[src/rtl/tps_pkg.sv]
package tps_pkg;
  typedef enum logic [2:0] {
    ST_IDLE, ST_RUN, ST_CKPT, ST_SAVE, ST_DRAIN, ST_RESTORE
  } state_e;

  typedef enum logic [1:0] {
    ACT_CKPT  = 2'd0,
    ACT_DRAIN = 2'd1,
    ACT_KILL  = 2'd2
  } act_e;
endpackage

[src/rtl/tps_slot_table.sv]
module tps_slot_table #(
  parameter int NUM_SLOTS = 8,
  parameter int ID_W      = 3,
  parameter int TOK_W     = 4,
  parameter int TILE_W    = 8,
  parameter int EST_W     = 8
) (
  input  logic                 clk_i,
  input  logic                 rst_ni,
  input  logic                 sub_valid_i,
  input  logic [ID_W-1:0]      sub_id_i,
  input  logic [TOK_W-1:0]     sub_tok_i,
  input  logic [TILE_W-1:0]    sub_tiles_i,
  input  logic [EST_W-1:0]     sub_est_i,
  input  logic                 sub_kill_en_i,
  input  logic [ID_W-1:0]      cmd_id_i,
  input  logic                 cmd_adv_i,
  input  logic                 cmd_free_i,
  input  logic                 cmd_kill_i,
  input  logic                 cmd_save_i,
  output logic [NUM_SLOTS-1:0] valid_o,
  output logic [NUM_SLOTS-1:0] kill_en_o,
  output logic [NUM_SLOTS-1:0] saved_o,
  output logic [TOK_W-1:0]     tok_o   [NUM_SLOTS],
  output logic [TILE_W-1:0]    total_o [NUM_SLOTS],
  output logic [TILE_W-1:0]    prog_o  [NUM_SLOTS],
  output logic [EST_W-1:0]     est_o   [NUM_SLOTS]
);
  for (genvar g = 0; g < NUM_SLOTS; g++) begin : g_slot
    logic              valid_q, kill_q, saved_q;
    logic [TOK_W-1:0]  tok_q;
    logic [TILE_W-1:0] total_q, prog_q;
    logic [EST_W-1:0]  est_q;
    logic              wr_en, hit;

    assign wr_en = sub_valid_i && (sub_id_i == ID_W'(g)) && !valid_q && (sub_tiles_i != '0);
    assign hit   = (cmd_id_i == ID_W'(g));

    always_ff @(posedge clk_i or negedge rst_ni) begin
      if (!rst_ni) begin
        valid_q <= 1'b0;
        kill_q  <= 1'b0;
        saved_q <= 1'b0;
        tok_q   <= '0;
        total_q <= '0;
        prog_q  <= '0;
        est_q   <= '0;
      end else if (wr_en) begin
        valid_q <= 1'b1;
        kill_q  <= sub_kill_en_i;
        saved_q <= 1'b0;
        tok_q   <= sub_tok_i;
        total_q <= sub_tiles_i;
        prog_q  <= '0;
        est_q   <= sub_est_i;
      end else if (hit) begin
        if (cmd_free_i) valid_q <= 1'b0;
        if (cmd_kill_i) begin
          prog_q  <= '0;
          saved_q <= 1'b0;
        end else if (cmd_adv_i) begin
          prog_q <= prog_q + 1'b1;
        end
        if (cmd_save_i) saved_q <= 1'b1;
      end
    end

    assign valid_o[g]   = valid_q;
    assign kill_en_o[g] = kill_q;
    assign saved_o[g]   = saved_q;
    assign tok_o[g]     = tok_q;
    assign total_o[g]   = total_q;
    assign prog_o[g]    = prog_q;
    assign est_o[g]     = est_q;
  end
endmodule

[src/rtl/tps_pick.sv]
module tps_pick #(
  parameter int NUM_SLOTS = 8,
  parameter int ID_W      = 3,
  parameter int TOK_W     = 4,
  parameter int EST_W     = 8
) (
  input  logic [NUM_SLOTS-1:0] valid_i,
  input  logic [TOK_W-1:0]     tok_i [NUM_SLOTS],
  input  logic [EST_W-1:0]     est_i [NUM_SLOTS],
  output logic                 found_o,
  output logic [ID_W-1:0]      id_o
);
  logic [TOK_W-1:0] best_tok;
  logic [EST_W-1:0] best_est;

  // ascending scan with strict compares: equal candidates keep the lower slot
  always_comb begin
    found_o  = 1'b0;
    id_o     = '0;
    best_tok = '0;
    best_est = '0;
    for (int i = 0; i < NUM_SLOTS; i++) begin
      if (valid_i[i] && (!found_o || (tok_i[i] > best_tok) ||
                         ((tok_i[i] == best_tok) && (est_i[i] < best_est)))) begin
        found_o  = 1'b1;
        id_o     = ID_W'(i);
        best_tok = tok_i[i];
        best_est = est_i[i];
      end
    end
  end
endmodule

[src/rtl/tps_fsm.sv]
module tps_fsm
  import tps_pkg::*;
#(
  parameter int ID_W   = 3,
  parameter int TILE_W = 8
) (
  input  logic              clk_i,
  input  logic              rst_ni,
  input  logic              found_i,
  input  logic [ID_W-1:0]   pick_id_i,
  input  logic              pick_saved_i,
  input  logic              tile_done_i,
  input  logic              preempt_req_i,
  input  logic [TILE_W-1:0] drain_thr_i,
  input  logic [TILE_W-1:0] run_total_i,
  input  logic [TILE_W-1:0] run_prog_i,
  input  logic              run_kill_en_i,
  input  logic              save_ack_i,
  input  logic              restore_ack_i,
  output logic [ID_W-1:0]   run_id_o,
  output logic              busy_o,
  output logic              cmd_adv_o,
  output logic              cmd_free_o,
  output logic              cmd_kill_o,
  output logic              cmd_save_o,
  output logic              act_valid_o,
  output logic [1:0]        act_o,
  output logic              done_o,
  output logic              save_req_o,
  output logic              restore_req_o
);
  state_e            st_q, st_d;
  logic [ID_W-1:0]   run_q, run_d;
  act_e              act;
  logic              adv, last;
  logic [TILE_W:0]   prog_inc;
  logic [TILE_W-1:0] prog_nxt, remaining;

  assign busy_o    = (st_q == ST_RUN) || (st_q == ST_CKPT) || (st_q == ST_DRAIN);
  assign adv       = tile_done_i && busy_o;
  assign prog_inc  = {1'b0, run_prog_i} + (TILE_W+1)'(1);
  assign last      = adv && (prog_inc == {1'b0, run_total_i});
  assign prog_nxt  = adv ? prog_inc[TILE_W-1:0] : run_prog_i;
  assign remaining = run_total_i - prog_nxt;

  always_comb begin
    st_d        = st_q;
    run_d       = run_q;
    cmd_free_o  = 1'b0;
    cmd_kill_o  = 1'b0;
    cmd_save_o  = 1'b0;
    act_valid_o = 1'b0;
    act         = ACT_CKPT;
    unique case (st_q)
      ST_IDLE: begin
        if (found_i) begin
          run_d = pick_id_i;
          st_d  = pick_saved_i ? ST_RESTORE : ST_RUN;
        end
      end
      ST_RUN: begin
        if (last) begin
          cmd_free_o = 1'b1;
          st_d       = ST_IDLE;
        end else if (preempt_req_i) begin
          act_valid_o = 1'b1;
          if (remaining <= drain_thr_i) begin
            act  = ACT_DRAIN;
            st_d = ST_DRAIN;
          end else if (run_kill_en_i) begin
            act        = ACT_KILL;
            cmd_kill_o = 1'b1;
            st_d       = ST_IDLE;
          end else begin
            act  = ACT_CKPT;
            // a tile finishing this cycle is itself the boundary
            st_d = adv ? ST_SAVE : ST_CKPT;
          end
        end
      end
      ST_CKPT: begin
        if (last) begin
          cmd_free_o = 1'b1;
          st_d       = ST_IDLE;
        end else if (adv) begin
          st_d = ST_SAVE;
        end
      end
      ST_DRAIN: begin
        if (last) begin
          cmd_free_o = 1'b1;
          st_d       = ST_IDLE;
        end
      end
      ST_SAVE: begin
        if (save_ack_i) begin
          cmd_save_o = 1'b1;
          st_d       = ST_IDLE;
        end
      end
      ST_RESTORE: begin
        if (restore_ack_i) st_d = ST_RUN;
      end
      default: st_d = ST_IDLE;
    endcase
  end

  always_ff @(posedge clk_i or negedge rst_ni) begin
    if (!rst_ni) begin
      st_q  <= ST_IDLE;
      run_q <= '0;
    end else begin
      st_q  <= st_d;
      run_q <= run_d;
    end
  end

  assign cmd_adv_o     = adv;
  assign done_o        = last;
  assign act_o         = act;
  assign run_id_o      = run_q;
  assign save_req_o    = (st_q == ST_SAVE);
  assign restore_req_o = (st_q == ST_RESTORE);
endmodule

[src/rtl/task_preempt_ctrl.sv]
module task_preempt_ctrl #(
  parameter int NUM_SLOTS = 8,
  parameter int TOK_W     = 4,
  parameter int TILE_W    = 8,
  parameter int EST_W     = 8,
  localparam int ID_W     = $clog2(NUM_SLOTS)
) (
  input  logic              clk_i,
  input  logic              rst_ni,
  input  logic              sub_valid_i,
  input  logic [ID_W-1:0]   sub_id_i,
  input  logic [TOK_W-1:0]  sub_tok_i,
  input  logic [TILE_W-1:0] sub_tiles_i,
  input  logic [EST_W-1:0]  sub_est_i,
  input  logic              sub_kill_en_i,
  input  logic [TILE_W-1:0] drain_thr_i,
  input  logic              preempt_req_i,
  input  logic              tile_done_i,
  output logic              save_req_o,
  input  logic              save_ack_i,
  output logic              restore_req_o,
  input  logic              restore_ack_i,
  output logic [ID_W-1:0]   ctx_id_o,
  output logic [TILE_W-1:0] ctx_tile_o,
  output logic              run_valid_o,
  output logic [ID_W-1:0]   run_id_o,
  output logic [TILE_W-1:0] run_tile_o,
  output logic              act_valid_o,
  output logic [1:0]        act_o,
  output logic              done_valid_o,
  output logic [ID_W-1:0]   done_id_o
);
  logic [NUM_SLOTS-1:0] valid, kill_en, saved;
  logic [TOK_W-1:0]     tok   [NUM_SLOTS];
  logic [TILE_W-1:0]    total [NUM_SLOTS];
  logic [TILE_W-1:0]    prog  [NUM_SLOTS];
  logic [EST_W-1:0]     est   [NUM_SLOTS];
  logic                 found;
  logic [ID_W-1:0]      pick_id, run_id;
  logic                 cmd_adv, cmd_free, cmd_kill, cmd_save, busy;

  tps_slot_table #(
    .NUM_SLOTS(NUM_SLOTS), .ID_W(ID_W), .TOK_W(TOK_W), .TILE_W(TILE_W), .EST_W(EST_W)
  ) u_table (
    .clk_i, .rst_ni, .sub_valid_i, .sub_id_i, .sub_tok_i, .sub_tiles_i, .sub_est_i,
    .sub_kill_en_i,
    .cmd_id_i  (run_id),
    .cmd_adv_i (cmd_adv),
    .cmd_free_i(cmd_free),
    .cmd_kill_i(cmd_kill),
    .cmd_save_i(cmd_save),
    .valid_o   (valid),
    .kill_en_o (kill_en),
    .saved_o   (saved),
    .tok_o     (tok),
    .total_o   (total),
    .prog_o    (prog),
    .est_o     (est)
  );

  tps_pick #(
    .NUM_SLOTS(NUM_SLOTS), .ID_W(ID_W), .TOK_W(TOK_W), .EST_W(EST_W)
  ) u_pick (
    .valid_i(valid),
    .tok_i  (tok),
    .est_i  (est),
    .found_o(found),
    .id_o   (pick_id)
  );

  tps_fsm #(.ID_W(ID_W), .TILE_W(TILE_W)) u_fsm (
    .clk_i, .rst_ni,
    .found_i       (found),
    .pick_id_i     (pick_id),
    .pick_saved_i  (saved[pick_id]),
    .tile_done_i,
    .preempt_req_i,
    .drain_thr_i,
    .run_total_i   (total[run_id]),
    .run_prog_i    (prog[run_id]),
    .run_kill_en_i (kill_en[run_id]),
    .save_ack_i,
    .restore_ack_i,
    .run_id_o      (run_id),
    .busy_o        (busy),
    .cmd_adv_o     (cmd_adv),
    .cmd_free_o    (cmd_free),
    .cmd_kill_o    (cmd_kill),
    .cmd_save_o    (cmd_save),
    .act_valid_o,
    .act_o,
    .done_o        (done_valid_o),
    .save_req_o,
    .restore_req_o
  );

  assign run_valid_o = busy;
  assign run_id_o    = run_id;
  assign run_tile_o  = prog[run_id];
  assign ctx_id_o    = run_id;
  assign ctx_tile_o  = prog[run_id];
  assign done_id_o   = run_id;
endmodule

[config.mk]
export PLATFORM = sky130hd
export DESIGN_NAME = task_preempt_ctrl
export DESIGN_NICKNAME = d
export VERILOG_FILES = /design/src/rtl/tps_pkg.sv /design/src/rtl/tps_slot_table.sv /design/src/rtl/tps_pick.sv /design/src/rtl/tps_fsm.sv /design/src/rtl/task_preempt_ctrl.sv
export SDC_FILE = /design/constraint.sdc
export NUM_CORES = 1
export LEC_CHECK = 0
export ABC_AREA = 1
export BUFFER_PORTS_ARGS = -buffer_cell sky130_fd_sc_hd__buf_2
export CAP_MARGIN = 40
export CORE_ASPECT_RATIO = 0.5
export CORE_MARGIN = 2
export CORE_UTILIZATION = 30
export CTS_BUF_LIST = sky130_fd_sc_hd__clkbuf_8 sky130_fd_sc_hd__clkbuf_16
export DETAILED_ROUTE_END_ITERATION = 6
export SLEW_MARGIN = 20
export SYNTH_ARGS = -nofsm -noshare
export SYNTH_HDL_FRONTEND = slang
export SYNTH_HIERARCHICAL = 1
export SYNTH_SLANG_ARGS = --single-unit
[constraint.sdc]
create_clock -name clk_i -period 10.6 [get_ports clk_i]
set_input_delay 3.18 -clock clk_i [delete_from_list [all_inputs] [get_ports clk_i]]
set_output_delay 3.18 -clock clk_i [all_outputs]
set_load 0.02 [all_outputs]
# ---- Yosys cells after proc, flatten, opt, wreduce, memory -nomap -nowiden
# Cells that the tools add are included.
dict set report word_totals {
  register_bits 254
  output_inout_bits 32
}
dict set report op_classes {
  add_sub_neg 10
  order_cmp 18
  n_eq_ne 33
  mux 137
  n_bitwise 1
  n_reduce_logical 134
}
# cell n
set ops {}
lappend ops {{8-bit 2-to-1 mux} 44}
lappend ops {{8-bit by 1-bit adder with 8-bit output, second input constant} 8}
lappend ops {{1-bit 2-to-1 mux} 59}
lappend ops {{8-bit < comparator} 7}
lappend ops {{2-bit AND reduction} 25}
lappend ops {{8-bit binary-select mux with 3-bit select} 2}
lappend ops {{3-bit nonzero test} 16}
lappend ops {{3-bit 2-to-1 mux} 15}
lappend ops {{1-bit logical AND} 40}
lappend ops {{2-bit nonzero test} 16}
lappend ops {{3-bit equality test, second input constant} 10}
lappend ops {{4-bit equality test} 7}
lappend ops {{4-bit > comparator} 7}
lappend ops {{4-bit 2-to-1 mux} 7}
lappend ops {{3-bit by 2-bit equality test with 1-bit output, second input constant} 6}
lappend ops {{3-bit case mux with 6 select lines} 1}
lappend ops {{1-bit logical OR} 16}
lappend ops {{1-bit logical NOT} 15}
lappend ops {{2-bit 2-to-1 mux} 7}
lappend ops {{8-bit by 1-bit adder with 9-bit output, second input constant} 1}
lappend ops {{3-bit by 1-bit equality test with 1-bit output, second input constant} 3}
lappend ops {{9-bit by 8-bit equality test with 1-bit output} 1}
lappend ops {{3-bit logical NOT} 3}
lappend ops {{8-bit less-or-equal comparator} 1}
lappend ops {{other kinds (12)} 16}

# ---- Longest topological paths before layout
dict set report logic_depth {
  word_depth 41
  mapped_depth 96
  mapped_depth_nobuf 89
}

# ---- Modules after synthesis
# The synthesis kept the hierarchy.
# module n_inst cells_each area_each_um2
set by_module_without_submodules {}
lappend by_module_without_submodules {tps_slot_table 1 1177 10705.3}
lappend by_module_without_submodules {tps_pick 1 485 2803.9}
lappend by_module_without_submodules {task_preempt_ctrl 1 495 2059.5}
lappend by_module_without_submodules {tps_fsm 1 219 1381.3}

# ---- Least setup slack after synthesis
# No wires, ideal clock.
dict set report synth_path {
  path_kind {register -> register}
  start {register u_table.g_slot[0].valid_q}
  end {register u_fsm.st_q[2]}
  arrival_time_ns 10.606
  required_ns 10.524
  slack_ns -0.083
  path_stages_with_launch 82
  cell_sequence {dfrtp_1 > buf_4 > buf_4 > clkbuf_1 > nand2_1 > ha_1 > nand2_1 > nor2_1 > inv_1 > nor2_1 > nand2_1 > nor2_1 > nand2_1 > nand2_2 > nand2_2 > clkbuf_1 > nand2_1 > o21ai_0 > [46 not listed] > a31o_2 > a41oi_1 > nand2_1 > a21oi_1 > nand2_1 > nand2_1 > nand2_1 > nand2_1 > inv_1 > nand2_1 > nand3_1 > nand2_1 > nand2_1 > nand2_1 > nand2_1 > nand2_1 > nand2_1 > o21ai_1}
}
dict set report synth_between {
  elab_chain_cells 41
  elab_cells_between_ends 92
  classes_between {order compare (14); eq/ne (8); mux (34); reduce/logical (36)}
}
# element line_no
set synth_rtl {}
lappend synth_rtl {{start, declared} tps_slot_table.sv:30} ;# logic valid_q, kill_q, saved_q;
lappend synth_rtl {{start signal, assigned} tps_slot_table.sv:41} ;# valid_q <= 1'b0;
lappend synth_rtl {{start signal, assigned} tps_slot_table.sv:49} ;# valid_q <= 1'b1;
lappend synth_rtl {{start signal, assigned} tps_slot_table.sv:57} ;# if (cmd_free_i) valid_q <= 1'b0;
lappend synth_rtl {{8-bit 2-to-1 mux, or another cell as far along} tps_pick.sv:23} ;# if (valid_i[i] && (!found_o || (tok_i[i] > best_tok) ||
lappend synth_rtl {{8-bit < comparator, or another cell as far along} tps_pick.sv:24} ;# ((tok_i[i] == best_tok) && (est_i[i] < best_est)))) begin
lappend synth_rtl {{1-bit logical AND / 1-bit logical OR (equally long branches)} {tps_pick.sv:24, tps_pick.sv:23}}
lappend synth_rtl {{1-bit logical OR} tps_pick.sv:23}
lappend synth_rtl {{1-bit logical AND} tps_pick.sv:23}
lappend synth_rtl {{8-bit 2-to-1 mux, or another cell as far along} tps_pick.sv:23}
lappend synth_rtl {{8-bit < comparator, or another cell as far along} tps_pick.sv:24}
lappend synth_rtl {{1-bit logical AND / 1-bit logical OR (equally long branches)} {tps_pick.sv:24, tps_pick.sv:23}}
lappend synth_rtl {{[26 not listed]} n/a}
lappend synth_rtl {{1-bit logical AND} tps_pick.sv:23}
lappend synth_rtl {{3-bit 2-to-1 mux (*)} tps_pick.sv:23}
lappend synth_rtl {{net pick_id[0]} task_preempt_ctrl.sv:39} ;# logic [ID_W-1:0] pick_id, run_id;
lappend synth_rtl {{1-bit binary-select mux with 3-bit select (*)} task_preempt_ctrl.sv:75} ;# .pick_saved_i (saved[pick_id]),
lappend synth_rtl {{1-bit 2-to-1 mux (implied by the code) (*)} task_preempt_ctrl.sv:75}
lappend synth_rtl {{3-bit 2-to-1 mux (*)} tps_fsm.sv:58} ;# st_d = pick_saved_i ? ST_RESTORE : ST_RUN;
lappend synth_rtl {{3-bit 2-to-1 mux (*)} tps_fsm.sv:56} ;# if (found_i) begin
lappend synth_rtl {{3-bit case mux with 6 select lines (*)} tps_fsm.sv:54} ;# unique case (st_q)
lappend synth_rtl {{end signal, assigned} tps_fsm.sv:113} ;# st_q <= st_d;
lappend synth_rtl {{end, declared} tps_fsm.sv:32} ;# state_e st_q, st_d;
# Mark *: on every way through the listed nets, which the timed path passes. The rest lies on a longest branch. The select of a mux whose other input is x is not followed.
# A chain may end at the register's enable or synchronous reset.

# ---- Worst setup path after layout
# Ends and elaborated chain as after synthesis.

==> impl_metrics.tcl <==
set metrics [dict create \
    yosysTopAreaCellShare_pct 37.5 \
    slowest_stage "dfrtp_2" \
    cts.clk_slew.worst_paths_ns 0.06 \
    grt_usage_pct 15.3 \
    ant_nets 0 \
    critical_path.max_stage_delay_ns 0.42 \
    muxShareOfSynthArea_pct 0.258 \
    syn_nets 2517 \
    start_util_pct 30.4 \
    syn_inst 2376 \
    synth-compound-area-share_pct 12.0 \
    synth_cell_type_count 48 \
    synth_xor_area_share_pct 1.91 \
    clock-skew-final_ns 0.0145 \
    hpwl_mm 32.1 \
    core_area_um2 55700 \
    synth.most_common_cell "nand2_1" \
    die_w_um 340 \
    setup_viol 0 \
    cts_hold_buf 0 \
    tightestPinTransition_ns 0.751 \
    grt_antenna_before_repair 0 \
    port_buffers 70 \
    ys_seq_area_share_pct 37.5 \
    drt-pass1-iter-count 7 \
    place_area_um2 17800 \
    path_class "reg -> reg" \
    min_period_ns 10.45 \
    final_nets 2549 \
    die-area_um2 58500 \
    crit_path_max_fanout 13 \
    syn_avg_cell_area_um2 7.13 \
    async_flop_share_pct 100 \
    rsz0062_at_grt "true" \
    fmax_mhz 95.7 \
    routed_wl_mm 46.1 \
    rows 61 \
    startpoint_type "flip-flop" \
    hold_viol 0 \
    drt-initial-drc-count 1138 \
    drv_cap 0 \
    synth_commonest_cells "nand2_1 (782), inv_1 (314), dfrtp_1 (254)" \
    io-pin-count 71 \
    maxSlewViolCount 0 \
    grt_pass1_wl_mm 73.1 \
    synth_top_family_by_area "simple AND/OR/NAND/NOR gates" \
    hold_slack_ns 0.482 \
    end_kind "flip-flop" \
    routedWlPerCell_um 14.5 \
    synth_edf_count 0 \
    grt_max_degree 95 \
    synth-simple-area-share_pct 29.0 \
    synth_area_um2 17000 \
    cts_htree_levels 1 \
    die_h_um 172 \
    drcViolationCount 0 \
    cts_buffer_depth 3 \
    cpMostUsedCell "nand2_1" \
    fin_crit_sh_pct 98.6 \
    worstPathArrival_ns 10.94 \
    syn2layout_area_growth_pct 15.4 \
    post-synth-top-area-cell "dfrtp_1" \
    post-route-util_pct 35.1 \
    grt_pass1_vias 13900 \
    status "finished, final reports clean" \
    ys.flop_type "dfrtp_1" \
    synth_fa_ha_area_share_pct 7.57 \
    clock-root-buffer "clkbuf_16" \
    cp.required_ns 11.09 \
    worstSkewPairLatency_ns 0.56 \
    cts_buffers 28 \
    yosys_register_bits 254 \
    num_vias 15100 \
    slew_headroom_pct 49.9 \
    yosysWarnings 6 \
    n_fill_cell 5931 \
    grt_overflow 0 \
    vias_per_cell 4.73 \
    n_antenna_cell 0 \
    postLayoutCellArea_um2 19600 \
    drive_gt1_share_pct 13.8 \
    hp-class "reg -> reg" \
    gp_congestion 0.885 \
    tritoncts "built" \
    synth_area_leaders "dfrtp_1 (37%), nand2_1 (17%), o21ai_0 (7.5%), ha_1 (7.5%), inv_1 (7.0%)" \
    clock_sinks 254 \
]
==> cell usage in the layout (no fill, tap or decap), types with 6 or more instances in the layout <==
cell,instances
nand2_1,756
inv_1,317
dfrtp_1,252
o21ai_0,208
nand3_1,186
ha_1,93
nor2_1,74
o21ai_1,72
buf_2,69
nand2_2,40
a21oi_1,39
buf_4,33
clkbuf_16,31
nand4_1,26
o21ai_2,25
nand2_4,22
xor2_1,21
xnor2_1,16
nand2_8,10
inv_2,9
clkinv_2,9
a21oi_2,9
nor3_1,8
o21bai_1,8
nor2_2,8
nor2_4,7
o21ai_4,7
ha_4,7
nand3_2,6
==> layout make-up <==
| type | count | area [um^2] | area share, % |
|---|---|---|---|
| multi-input cells | 1684 | 9270 | 47.4 |
| flip-flops and latches | 254 | 6360 | 32.5 |
| inverters | 326 | 1220 | 6.26 |
| well taps | 756 | 946 | 4.84 |
| repair buffers | 114 | 840 | 4.29 |
| clock buffers | 33 | 781 | 3.99 |
| clock inverters | 19 | 131 | 0.672 |
==> logic make-up (layout without fill, tap and decap cells) <==
family | after synthesis | in the layout
DFF | 254 | 254
buffers and inverters | 450 | 492
AOI/OAI and AO/OA | 384 | 384
muxes | 4 | 4
adders and majority gates | 102 | 102
xor gates and xnor gates | 37 | 37
and+or+nand+nor | 1145 | 1157
==> sequential cells by signal, indices dropped and copies added, names as in the netlist <==
| name | count |
|---|---|
| u_fsm/run_id_o | 3 |
| u_table/g_slot.total_q | 64 |
| u_table/g_slot.saved_q | 8 |
| u_table/g_slot.est_q | 64 |
| u_table/g_slot.valid_q | 8 |
| u_fsm/st_q | 3 |
| u_table/g_slot.tok_q | 32 |
| u_table/g_slot.kill_q | 8 |
| u_table/g_slot.prog_q | 64 |
==> final timing paths <==
kind / startpoint / end / slack (ns) / cells past startpoint
worst min-delay path: u_table/g_slot[6].total_q[3]$_DFFE_PN0N_ / u_table/g_slot[6].total_q[3]$_DFFE_PN0N_ / 0.48 / 2
worst max-delay path: u_table/g_slot[0].valid_q$_DFFE_PN0P_ / u_fsm/st_q[2]$_DFFE_PN0P_ / 0.15 / 72
min in group asynchronous: rst_ni / u_table/g_slot[2].total_q[0]$_DFFE_PN0N_ / 2.66 / 1
max in group asynchronous: rst_ni / u_table/g_slot[1].valid_q$_DFFE_PN0P_ / 6.76 / 2
worst min register to register: u_table/g_slot[6].total_q[3]$_DFFE_PN0N_ / u_table/g_slot[6].total_q[3]$_DFFE_PN0N_ / 0.48 / 2
worst max register to register: u_table/g_slot[0].valid_q$_DFFE_PN0P_ / u_fsm/st_q[2]$_DFFE_PN0P_ / 0.15 / 72
==> routing by layer <==
layer / vias up / part of all wire (%) / track usage [%]
li1: 7639 / - / -
met1: 7065 / 46 / 20.3
met2: 304 / 46 / 25.6
met3: 72 / 4.4 / 2.10
met4: 0 / 3.5 / 5.25
met5: - / 0 / 0
==> critical path, delay by kind of cell, from the launching register on <==
kind            cells  cell delay [ns]
buf+inv             3             0.40
simple gates       42             3.98
fa+ha+maj           7             2.03
compound gates     20             3.56
flops               1             0.42
==> per-stage QoR <==
stage / worst slack, ns / std cells / TNS [ns]
6_report: 0.152 / 3186 / 0
5_1_grt: -0.653 / 3186 / -1.17
4_1_cts: 0.0280 / 3156 / 0
3_5_place_dp: -0.643 / 3104 / -1.17
3_3_place_gp: -0.180 / 3098 / -0.180
2_1_floorplan: 0.0308 / 2376 / 0
==> what timing repair did <==
item	4_1_cts	5_1_grt
resized for setup	14	151
pin swaps	0	43
setup endpoints to repair	4	4
buffers inserted	0	16
cloned	0	14
Power is not shown: default switching activity piles up to over one toggle a cycle in this logic, so the estimate is an artifact.
